`config.mk`:
```
export PLATFORM = sky130hd
export DESIGN_NAME = simd_front
export DESIGN_NICKNAME = d
export VERILOG_FILES = /design/src/rtl/simd_pkg.sv /design/src/rtl/simd_decode.sv /design/src/rtl/simd_fault_gate.sv /design/src/rtl/simd_lanes.sv /design/src/rtl/simd_front.sv
export SDC_FILE = /design/constraint.sdc
export NUM_CORES = 2
export LEC_CHECK = 0
export BUFFER_PORTS_ARGS = -buffer_cell sky130_fd_sc_hd__buf_4
export CAP_MARGIN = 10
export CORE_ASPECT_RATIO = 1.4
export CORE_MARGIN = 10
export CORE_UTILIZATION = 60
export CTS_CLUSTER_SIZE = 24
export DETAILED_ROUTE_END_ITERATION = 7
export GPL_TIMING_DRIVEN = 0
export PLACE_DENSITY = 0.87
export SLEW_MARGIN = 20
export SYNTH_ARGS = -nofsm -noshare
export SYNTH_HDL_FRONTEND = slang
export SYNTH_HIERARCHICAL = 1
export SYNTH_SLANG_ARGS = --single-unit
export TNS_END_PERCENT = 10
```
`constraint.sdc`:
```
create_clock -name clk_i -period 5.5 [get_ports clk_i]
set_clock_uncertainty 0.15 [all_clocks]
set_input_delay 1.375 -clock clk_i [delete_from_list [all_inputs] [get_ports clk_i]]
set_output_delay 1.375 -clock clk_i [all_outputs]
set_load 0.05 [all_outputs]
```
`src/rtl/simd_pkg.sv`:
```
package simd_pkg;

  typedef enum logic [3:0] {
    OP_NONE,
    OP_CLR,
    OP_MVD_IN,
    OP_MVD_OUT,
    OP_MVQ_IN,
    OP_MVQ_OUT,
    OP_PK_DW,
    OP_PK_WB,
    OP_PK_UWB,
    OP_ADD_B,
    OP_ADD_D,
    OP_ADDS_B
  } op_e;

  localparam logic [7:0] OPC_CLR     = 8'h77;
  localparam logic [7:0] OPC_MVD_IN  = 8'h6E;
  localparam logic [7:0] OPC_MVD_OUT = 8'h7E;
  localparam logic [7:0] OPC_MVQ_IN  = 8'h6F;
  localparam logic [7:0] OPC_MVQ_OUT = 8'h7F;
  localparam logic [7:0] OPC_PK_DW   = 8'h6B;
  localparam logic [7:0] OPC_PK_WB   = 8'h63;
  localparam logic [7:0] OPC_PK_UWB  = 8'h67;
  localparam logic [7:0] OPC_ADD_B   = 8'hFC;
  localparam logic [7:0] OPC_ADD_D   = 8'hFE;
  localparam logic [7:0] OPC_ADDS_B  = 8'hEC;

  localparam int unsigned VW = 5;
  localparam logic [VW-1:0] VEC_NONE = 5'd0;
  localparam logic [VW-1:0] VEC_UD   = 5'd6;
  localparam logic [VW-1:0] VEC_NM   = 5'd7;
  localparam logic [VW-1:0] VEC_MF   = 5'd16;

  function automatic logic is_lane_op(op_e op);
    return op inside {OP_PK_DW, OP_PK_WB, OP_PK_UWB, OP_ADD_B, OP_ADD_D, OP_ADDS_B};
  endfunction

  // signed 32 -> signed 16, clamp
  function automatic logic [15:0] sat_s32_s16(logic [31:0] x);
    if (&x[31:15] || ~|x[31:15]) return x[15:0];
    return x[31] ? 16'h8000 : 16'h7FFF;
  endfunction

  // signed 16 -> signed 8, clamp
  function automatic logic [7:0] sat_s16_s8(logic [15:0] x);
    if (&x[15:7] || ~|x[15:7]) return x[7:0];
    return x[15] ? 8'h80 : 8'h7F;
  endfunction

  // signed 16 -> unsigned 8, clamp
  function automatic logic [7:0] sat_s16_u8(logic [15:0] x);
    if (x[15]) return 8'h00;
    if (|x[14:8]) return 8'hFF;
    return x[7:0];
  endfunction

  function automatic logic [7:0] add_sat_s8(logic [7:0] a, logic [7:0] b);
    logic [8:0] s;
    s = {a[7], a} + {b[7], b};
    if (s[8] != s[7]) return s[8] ? 8'h80 : 8'h7F;
    return s[7:0];
  endfunction

endpackage

```
`src/rtl/simd_decode.sv`:
```
module simd_decode
  import simd_pkg::*;
(
  input  logic [7:0] opcode_i,
  output op_e        op_o
);

  always_comb begin
    case (opcode_i)
      OPC_CLR:     op_o = OP_CLR;
      OPC_MVD_IN:  op_o = OP_MVD_IN;
      OPC_MVD_OUT: op_o = OP_MVD_OUT;
      OPC_MVQ_IN:  op_o = OP_MVQ_IN;
      OPC_MVQ_OUT: op_o = OP_MVQ_OUT;
      OPC_PK_DW:   op_o = OP_PK_DW;
      OPC_PK_WB:   op_o = OP_PK_WB;
      OPC_PK_UWB:  op_o = OP_PK_UWB;
      OPC_ADD_B:   op_o = OP_ADD_B;
      OPC_ADD_D:   op_o = OP_ADD_D;
      OPC_ADDS_B:  op_o = OP_ADDS_B;
      default:     op_o = OP_NONE;
    endcase
  end

endmodule

```
`src/rtl/simd_fault_gate.sv`:
```
module simd_fault_gate
  import simd_pkg::*;
(
  input  logic          valid_i,
  input  op_e           op_i,
  input  logic          a_mem_i,
  input  logic          emul_i,
  input  logic          task_sw_i,
  input  logic          fp_pend_i,
  output logic          fault_o,
  output logic [VW-1:0] vec_o
);

  logic live;
  logic bad_enc;

  assign live    = valid_i && (op_i != OP_NONE);
  assign bad_enc = a_mem_i && (op_i != OP_CLR);

  always_comb begin
    vec_o = VEC_NONE;
    if (live) begin
      if (emul_i || bad_enc) vec_o = VEC_UD;
      else if (task_sw_i)    vec_o = VEC_NM;
      else if (fp_pend_i)    vec_o = VEC_MF;
    end
  end

  assign fault_o = (vec_o != VEC_NONE);

  // emulation dominates the other two sources
  always_comb begin
    if (live && emul_i) a_r3_ud_wins: assert (vec_o == VEC_UD);
    if (!live)          a_r1_no_fault_idle: assert (!fault_o);
  end

endmodule

```
`src/rtl/simd_lanes.sv`:
```
module simd_lanes
  import simd_pkg::*;
#(
  parameter int unsigned W = 64
) (
  input  op_e          op_i,
  input  logic [W-1:0] a_i,
  input  logic [W-1:0] b_i,
  output logic [W-1:0] res_o
);

  localparam int unsigned NB = W / 8;
  localparam int unsigned ND = W / 32;
  localparam int unsigned NH = W / 16;

  logic [2*W-1:0] cat;
  logic [W-1:0]   add_b, adds_b, add_d, pk_dw, pk_wb, pk_uwb;

  // A supplies the low result half, B the high half
  assign cat = {b_i, a_i};

  for (genvar g = 0; g < NB; g++) begin : g_byte
    assign add_b[8*g +: 8]  = a_i[8*g +: 8] + b_i[8*g +: 8];
    assign adds_b[8*g +: 8] = add_sat_s8(a_i[8*g +: 8], b_i[8*g +: 8]);
    assign pk_wb[8*g +: 8]  = sat_s16_s8(cat[16*g +: 16]);
    assign pk_uwb[8*g +: 8] = sat_s16_u8(cat[16*g +: 16]);
  end

  for (genvar g = 0; g < ND; g++) begin : g_dword
    assign add_d[32*g +: 32] = a_i[32*g +: 32] + b_i[32*g +: 32];
  end

  for (genvar g = 0; g < NH; g++) begin : g_half
    assign pk_dw[16*g +: 16] = sat_s32_s16(cat[32*g +: 32]);
  end

  always_comb begin
    case (op_i)
      OP_PK_DW:  res_o = pk_dw;
      OP_PK_WB:  res_o = pk_wb;
      OP_PK_UWB: res_o = pk_uwb;
      OP_ADD_B:  res_o = add_b;
      OP_ADD_D:  res_o = add_d;
      OP_ADDS_B: res_o = adds_b;
      default:   res_o = '0;
    endcase
  end

endmodule

```
`src/rtl/simd_front.sv`:
```
module simd_front
  import simd_pkg::*;
#(
  parameter int unsigned NREG = 8,
  parameter int unsigned W    = 64,
  localparam int unsigned IW  = $clog2(NREG),
  localparam int unsigned HW  = W / 2
) (
  input  logic          clk_i,
  input  logic          rst_ni,
  input  logic          valid_i,
  input  logic [7:0]    opcode_i,
  input  logic [IW-1:0] reg_a_i,
  input  logic [IW-1:0] reg_b_i,
  input  logic          a_mem_i,
  input  logic          b_mem_i,
  input  logic [W-1:0]  opnd_i,
  input  logic          emul_i,
  input  logic          task_sw_i,
  input  logic          fp_pend_i,
  output logic          done_o,
  output logic          fault_o,
  output logic [VW-1:0] fault_vec_o,
  output logic          st_valid_o,
  output logic [W-1:0]  st_data_o,
  output logic [NREG-1:0] tag_o
);

  op_e               op;
  logic              live, flt, commit;
  logic [VW-1:0]     vec;
  logic [NREG-1:0][W-1:0] rf_q;
  logic [NREG-1:0]   tag_q;
  logic [W-1:0]      a_val, b_val, lane_res;
  logic              wr_en, st_en;
  logic [IW-1:0]     wr_idx;
  logic [W-1:0]      wr_data, st_dat;
  logic              done_q, fault_q, st_v_q;
  logic [VW-1:0]     vec_q;
  logic [W-1:0]      st_d_q;

  simd_decode u_dec (
    .opcode_i (opcode_i),
    .op_o     (op)
  );

  simd_fault_gate u_gate (
    .valid_i   (valid_i),
    .op_i      (op),
    .a_mem_i   (a_mem_i),
    .emul_i    (emul_i),
    .task_sw_i (task_sw_i),
    .fp_pend_i (fp_pend_i),
    .fault_o   (flt),
    .vec_o     (vec)
  );

  assign live   = valid_i && (op != OP_NONE);
  assign commit = live && !flt;
  assign a_val  = rf_q[reg_a_i];
  assign b_val  = b_mem_i ? opnd_i : rf_q[reg_b_i];

  simd_lanes #(.W(W)) u_lanes (
    .op_i  (op),
    .a_i   (a_val),
    .b_i   (b_val),
    .res_o (lane_res)
  );

  always_comb begin
    wr_en   = 1'b0;
    wr_idx  = reg_a_i;
    wr_data = lane_res;
    st_en   = 1'b0;
    st_dat  = '0;
    case (op)
      OP_MVD_IN: begin
        wr_en   = 1'b1;
        wr_data = {{HW{1'b0}}, opnd_i[HW-1:0]};
      end
      OP_MVD_OUT: begin
        st_en  = 1'b1;
        st_dat = {{HW{1'b0}}, a_val[HW-1:0]};
      end
      OP_MVQ_IN: begin
        wr_en   = 1'b1;
        wr_data = b_val;
      end
      OP_MVQ_OUT: begin
        if (b_mem_i) begin
          st_en  = 1'b1;
          st_dat = a_val;
        end else begin
          wr_en   = 1'b1;
          wr_idx  = reg_b_i;
          wr_data = a_val;
        end
      end
      default: wr_en = is_lane_op(op);
    endcase
  end

  always_ff @(posedge clk_i or negedge rst_ni) begin
    if (!rst_ni) begin
      rf_q    <= '0;
      tag_q   <= '0;
      done_q  <= 1'b0;
      fault_q <= 1'b0;
      vec_q   <= VEC_NONE;
      st_v_q  <= 1'b0;
      st_d_q  <= '0;
    end else begin
      done_q  <= live;
      fault_q <= flt;
      vec_q   <= vec;
      st_v_q  <= commit && st_en;
      st_d_q  <= (commit && st_en) ? st_dat : '0;
      if (commit) tag_q <= (op == OP_CLR) ? '0 : '1;
      if (commit && wr_en) rf_q[wr_idx] <= wr_data;
    end
  end

  assign done_o      = done_q;
  assign fault_o     = fault_q;
  assign fault_vec_o = vec_q;
  assign st_valid_o  = st_v_q;
  assign st_data_o   = st_d_q;
  assign tag_o       = tag_q;

  a_r4_fault_no_effect: assert property (@(posedge clk_i) disable iff (!rst_ni)
    fault_o |-> ($stable(rf_q) && $stable(tag_q) && !st_valid_o));

  a_r1_idle_no_change: assert property (@(posedge clk_i) disable iff (!rst_ni)
    !live |=> ($stable(rf_q) && $stable(tag_q) && !done_o));

  a_r2_done_next: assert property (@(posedge clk_i) disable iff (!rst_ni)
    live |=> done_o);

  a_r3_vec_legal: assert property (@(posedge clk_i) disable iff (!rst_ni)
    fault_o |-> (fault_vec_o == VEC_UD || fault_vec_o == VEC_NM || fault_vec_o == VEC_MF));

  a_r3_vec_zero: assert property (@(posedge clk_i) disable iff (!rst_ni)
    !fault_o |-> (fault_vec_o == VEC_NONE));

  a_r13_clear_tags: assert property (@(posedge clk_i) disable iff (!rst_ni)
    (live && op == OP_CLR && !flt) |=> (tag_o == '0 && $stable(rf_q)));

  a_r6_movd_upper: assert property (@(posedge clk_i) disable iff (!rst_ni)
    (live && op == OP_MVD_OUT && !flt) |=> (st_valid_o && st_data_o[W-1:HW] == '0));

  a_r4_store_excl: assert property (@(posedge clk_i) disable iff (!rst_ni)
    $onehot0({fault_o, st_valid_o}));

endmodule

```
==> results of run 1 <==
through the flow:
step                util (%)  cells
floorplan                  -   4572
global placement        64.1   5596
detailed placement      64.5   5606
CTS                     74.5   5830
logic make-up after synthesis:
kind of cell | Yosys count
other | 1
AOI/OAI and AO/OA | 1946
xor gates and xnor gates | 54
and+or+nand+nor | 898
muxes | 527
adders and majority gates | 77
DFF | 585
buffers and inverters | 484
routing by layer:
| layer | global-route usage (%) | overflow |
|---|---|---|
| met1 | 64.6 | 0 |
| met2 | 80.4 | 9 |
| met3 | 44.5 | 0 |
| met4 | 61.6 | 9 |
| met5 | 19.9 | 0 |
repair_timing:
item                       in CTS
pin swaps                     146
setup buffers                 127
setup endpoints to repair     512
gates resized for setup       731
cloned                          2
==> metrics, run 1 <==
status aborted with a tool error; Failed at global routing; Tool Error [ERROR GRT-0232] Routing congestion too high. Check the congestion heatmap in the GUI.; synth warn 6; Post-Synth Simple-Gate Area between 10% and 20%; Cell Rows 113; Root Buffer clkbuf_16; sequential element share of the synthesized area a little over a third; Seq cells post-synth 585; Commonest cells post-synth a21oi_1, dfrtp_1, o21ai_0; syn_area_per_cell 8.95 µm²; H-tree depth 2; most frequent cell after synthesis a21oi_1; Post-synth EDFFs 0; total gr overflow 18; gr usage total 63.2%; pin count of the biggest net entering global routing between 90 and 100; FFs w/ async S/R, synth 100%; adder-cell share of the synthesized area between 2 and 2.5%; Die W 241 µm; post-synthesis compound-gate area fraction 30.5%; I/O Pins 166; synth unique cells 120; Final Wtd Congestion ~1.1; worst_ep grt rf_q[333]$_DFFE_PN0P_/D; Initial Utilization between 60% and 70%; post-synth top area cell dfrtp_1; I/O Buffers 162; area share of the largest cell type after synthesis roughly 36%; Mapped Nets 4732; Clock Tree Buf Depth 3; largest family of logic cells by synthesized area compound AO/OA/AOI/OAI gates; Synth area leaders dfrtp_1, a21oi_1, mux2_2; Post-Synthesis Cells 4572; Die Ht 329 µm; CTS Buf Count 58; post-synthesis mux area share 13.7%; cts hold-fix bufs 0; Placed Instance Area 0.0437 mm²; pre-CTS setup slack -2.84 ns; Synth Cell Area 0.0409 mm²; Synth Area in XOR/XNOR 1.17%; DP Wirelength 153000 µm; clk sinks ~590; Worst EP kind register data pin; ys flop type dfrtp_1
==> inputs of run 2 (changes only) <==
- CORE_ASPECT_RATIO: 1.4 -> not set
- CORE_UTILIZATION: 60 -> 40
- CTS_CLUSTER_SIZE: 24 -> not set
- PLACE_DENSITY: 0.87 -> not set
- PLACE_DENSITY_LB_ADDON: not set -> 0.15
==> metrics, run 2 <==
endpoint class of the critical path flop; most common cell after layout, fill and taps aside a21oi_1; Worst R2R End rf_q[439]; CTS tree done; syn_area_per_cell 8.95 µm² (unchanged); Critical-path top delay cell a2111o_1; Synth area leaders dfrtp_1, a21oi_1, mux2_2; CTS Buf Count 73 (+26%); adder-cell share of the synthesized area 2.48% (unchanged); initial antenna violation count 1; DR vias/cell approximately 6.8; CP Depth 21; layout cells sized above 1 between 30% and 40%; Root Buffer clkbuf_16; Buf/Inv on CP 5; Clock Tree Buf Depth 3 (unchanged); Switch Pwr 5230 µW; minimum clock period between 5 and 6 ns; Setup crit end rf_q[190]; fill count between 9000 and 10000; CP Data Required Time 5.95 ns; Synth Area in XOR/XNOR 1.17% (unchanged); clock slew at reported path FFs approximately 0.060 ns; CP Max Fanout 8; Post-Synth Simple-Gate Area 11.1% (unchanged); sequential element share of the synthesized area 35.8% (unchanged); hold_ws 0.382 ns; post-synthesis mux area share 13.7% (unchanged); CP max stage delay about 0.52 ns; Post-Synthesis Cells 4572 (unchanged); Hold/Removal Path Class reg2reg; area share of the largest cell type after synthesis 35.8% (unchanged); DRC violations left 0; worst r2r path cells 18; most frequent cell after synthesis a21oi_1; crit path cell chain buf_16, buf_16, clkbuf_16, buf_8, buf_4, mux2_2, o22ai_4, a221oi_4, mux2_4, ha_4, and4_1, o2111a_2, nor3_4, o31a_1, o221ai_4, a2111o_1, a211o_1, o211ai_1, nand3_2, o2111a_2, o21ai_1; via count 44000; failing checks setup timing; Max-cap violations 0; post-synthesis compound-gate area fraction 30.5% (unchanged); Max Clock Freq 175 MHz; largest delay contributor family on the critical path compound AO/OA/AOI/OAI gates; Flop pwr share 34.4%; status finished with violations; Logic pwr share between 30% and 40%; gr usage total 34.9%; Synth Cell Area 0.0409 mm² (unchanged); Biggest register rf_q; global-route wire length before repair 300000 µm; static leakage 0.0227 µW; Arr. time, crit path 6.17 ns; pin count of the biggest net entering global routing 95; Final Hold Viols 0; FFs w/ async S/R, synth 100% (unchanged); Mapped Nets 4732 (unchanged); count of pins over their slew limit 0; Setup-failing EPs final about 240; Largest register FFs 512; Commonest cells post-synth a21oi_1, dfrtp_1, o21ai_0; Die W 340 µm (+41%); Seq cells post-synth 585 (unchanged); area delta synth->final 30.1%; WL final about 210000 µm; most frequent cells in the layout a21oi_1, dfrtp_1, o21ai_0; Setup crit start reg_b_i[0]; ys flop type dfrtp_1; initial drt markers around 6800; RR Startpoint rf_q[482]; drt wl/cell approximately 33 µm; fin nets about 5200; max_slew headroom between 10% and 20%; DRT antenna net count 0; post-synth top area cell dfrtp_1; H-tree depth 3 (+1); largest family of logic cells by synthesized area compound AO/OA/AOI/OAI gates; maximum VDD drop 0.226 mV; fin area between 0.05 and 0.06 mm²; Die Ht 340 µm (+3.3%); Cell Rows 117 (+3.5%); Final WS setup -0.222 ns; fin crit share 104%; critical path type in2reg; I/O Buffers 162 (unchanged); I/O Pins 166 (unchanged); clk sinks 585 (unchanged); Post-synth EDFFs 0 (unchanged); clk_lat worst skew 0.69 ns; Final Wtd Congestion 1.06 (-6.2%); router iterations before antenna repair 8; synth warn 6 (unchanged); setup slack, reg-to-reg roughly 0.70 ns; Core Area approximately 0.10 mm²; cts hold-fix bufs 0 (unchanged); RSZ-0062 raised after global routing true; CP Launch Type input port; P_int between 9000 and 10000 µW; total gr overflow 0; Die ar. between 0.1 and 0.15 mm²; Clk pwr share 35.2%; synth unique cells 120 (unchanged); vias in the first global route around 42000; sw frac 35.9%; Placed Instance Area 0.0444 mm² (+1.5%); Initial Utilization 40.3% (-20 points); slew at the pin closest to its max-slew limit 1.26 ns; Power Density 274 mW/mm²; DP Wirelength 154000 µm (+1.2%)
## run 2: cell counts after synthesis
No cell type changed its count.
## run 2: how the worst min path moves through the flow
stage,endpoint,startpoint,slack [ns],cells after the start
global placement,rf_q[388],rf_q[388],0.36,2
CTS,rf_q[447],rf_q[447],0.38,2
finish,rf_q[447],rf_q[447],0.38,2
global route,rf_q[149],rf_q[149],0.41,2
detailed placement,rf_q[447],rf_q[447],0.37,2
floorplan,rf_q[385],rf_q[385],0.33,2
## run 2: final cells by class
type | instances | area [µm²] | area share (%)
clock buffer | 104 | 2060 | 3.88
clock inverter | 27 | 404 | 0.759
inverter | 67 | 255 | 0.480
multi-input combinational | 3503 | 27800 | 52.2
sequential | 585 | 14600 | 27.5
tap | 1368 | 1710 | 3.22
antenna | 4 | 10.0 | 0.0188
buffer | 403 | 2810 | 5.27
timing repair buffer | 398 | 3560 | 6.68
## run 2: cell families after synthesis
| logic type | count (synthesis) |
|---|---|
| xor gates and xnor gates | 54 |
| adders and majority gates | 77 |
| and+or+nand+nor | 898 |
| AOI/OAI and AO/OA | 1946 |
| other | 1 |
| buffers and inverters | 484 |
| DFF | 585 |
| muxes | 527 |
## run 2: through the flow
step	setup slack, ns	setup TNS [ns]	cells	util [%]	power (µW)
after floorplan	-0.147	-9.43	4572	-	7240
after global placement	-4.09	-3571.96	6102	43.4	8430
after detailed placement	-2.94	-1148.76	6114	43.7	8500
after CTS	-0.159	-21.82	6338	49.5	14000
after global routing	-0.247	-38.65	6455	52.4	15000
final	-0.222	-18.15	6459	52.4	14600
## run 2: per-layer routing
layer  vias up  routed length (µm)  global-route usage (%)
met1     21900               82200                    44.6
met2      3196               89500                    50.4
li1      18200                   -                       -
met4         0               12700                    17.4
met5         -                   0                       0
met3       746               30300                    14.1
## run 2: timing repair
item,CTS,global route
pin swaps,116,170
gates cloned,0,3
endpoints found under the setup margin,512,512
gates resized for setup,612,446
buffers inserted,100,121
## run 2: power groups by stage
stage	clock network, µW	logic, µW	registers [µW]
5_1_grt	5290	4640	5040
6_report	5120	4430	5010
4_1_cts	5130	3870	4980
2_1_floorplan	0	2260	4980
3_3_place_gp	0	3400	5040
3_5_place_dp	0	3450	5050
## run 2: worst reg2reg max path, stage by stage (launching register included)
cell      delay, ns
dfrtp_1        0.40
mux2_2         0.28
o22ai_2        0.19
a221oi_2       0.09
mux2_2         0.35
ha_4           0.31
o21ai_0        0.10
o211ai_1       0.30
and4_4         0.30
o21ai_4        0.08
o31a_1         0.35
nor3_2         0.24
mux2i_2        0.33
o221ai_2       0.21
nand2_2        0.18
o22ai_4        0.14
a211oi_4       0.35
buf_12         0.17
o21ai_0        0.10
(Power assumes the default switching activity.)
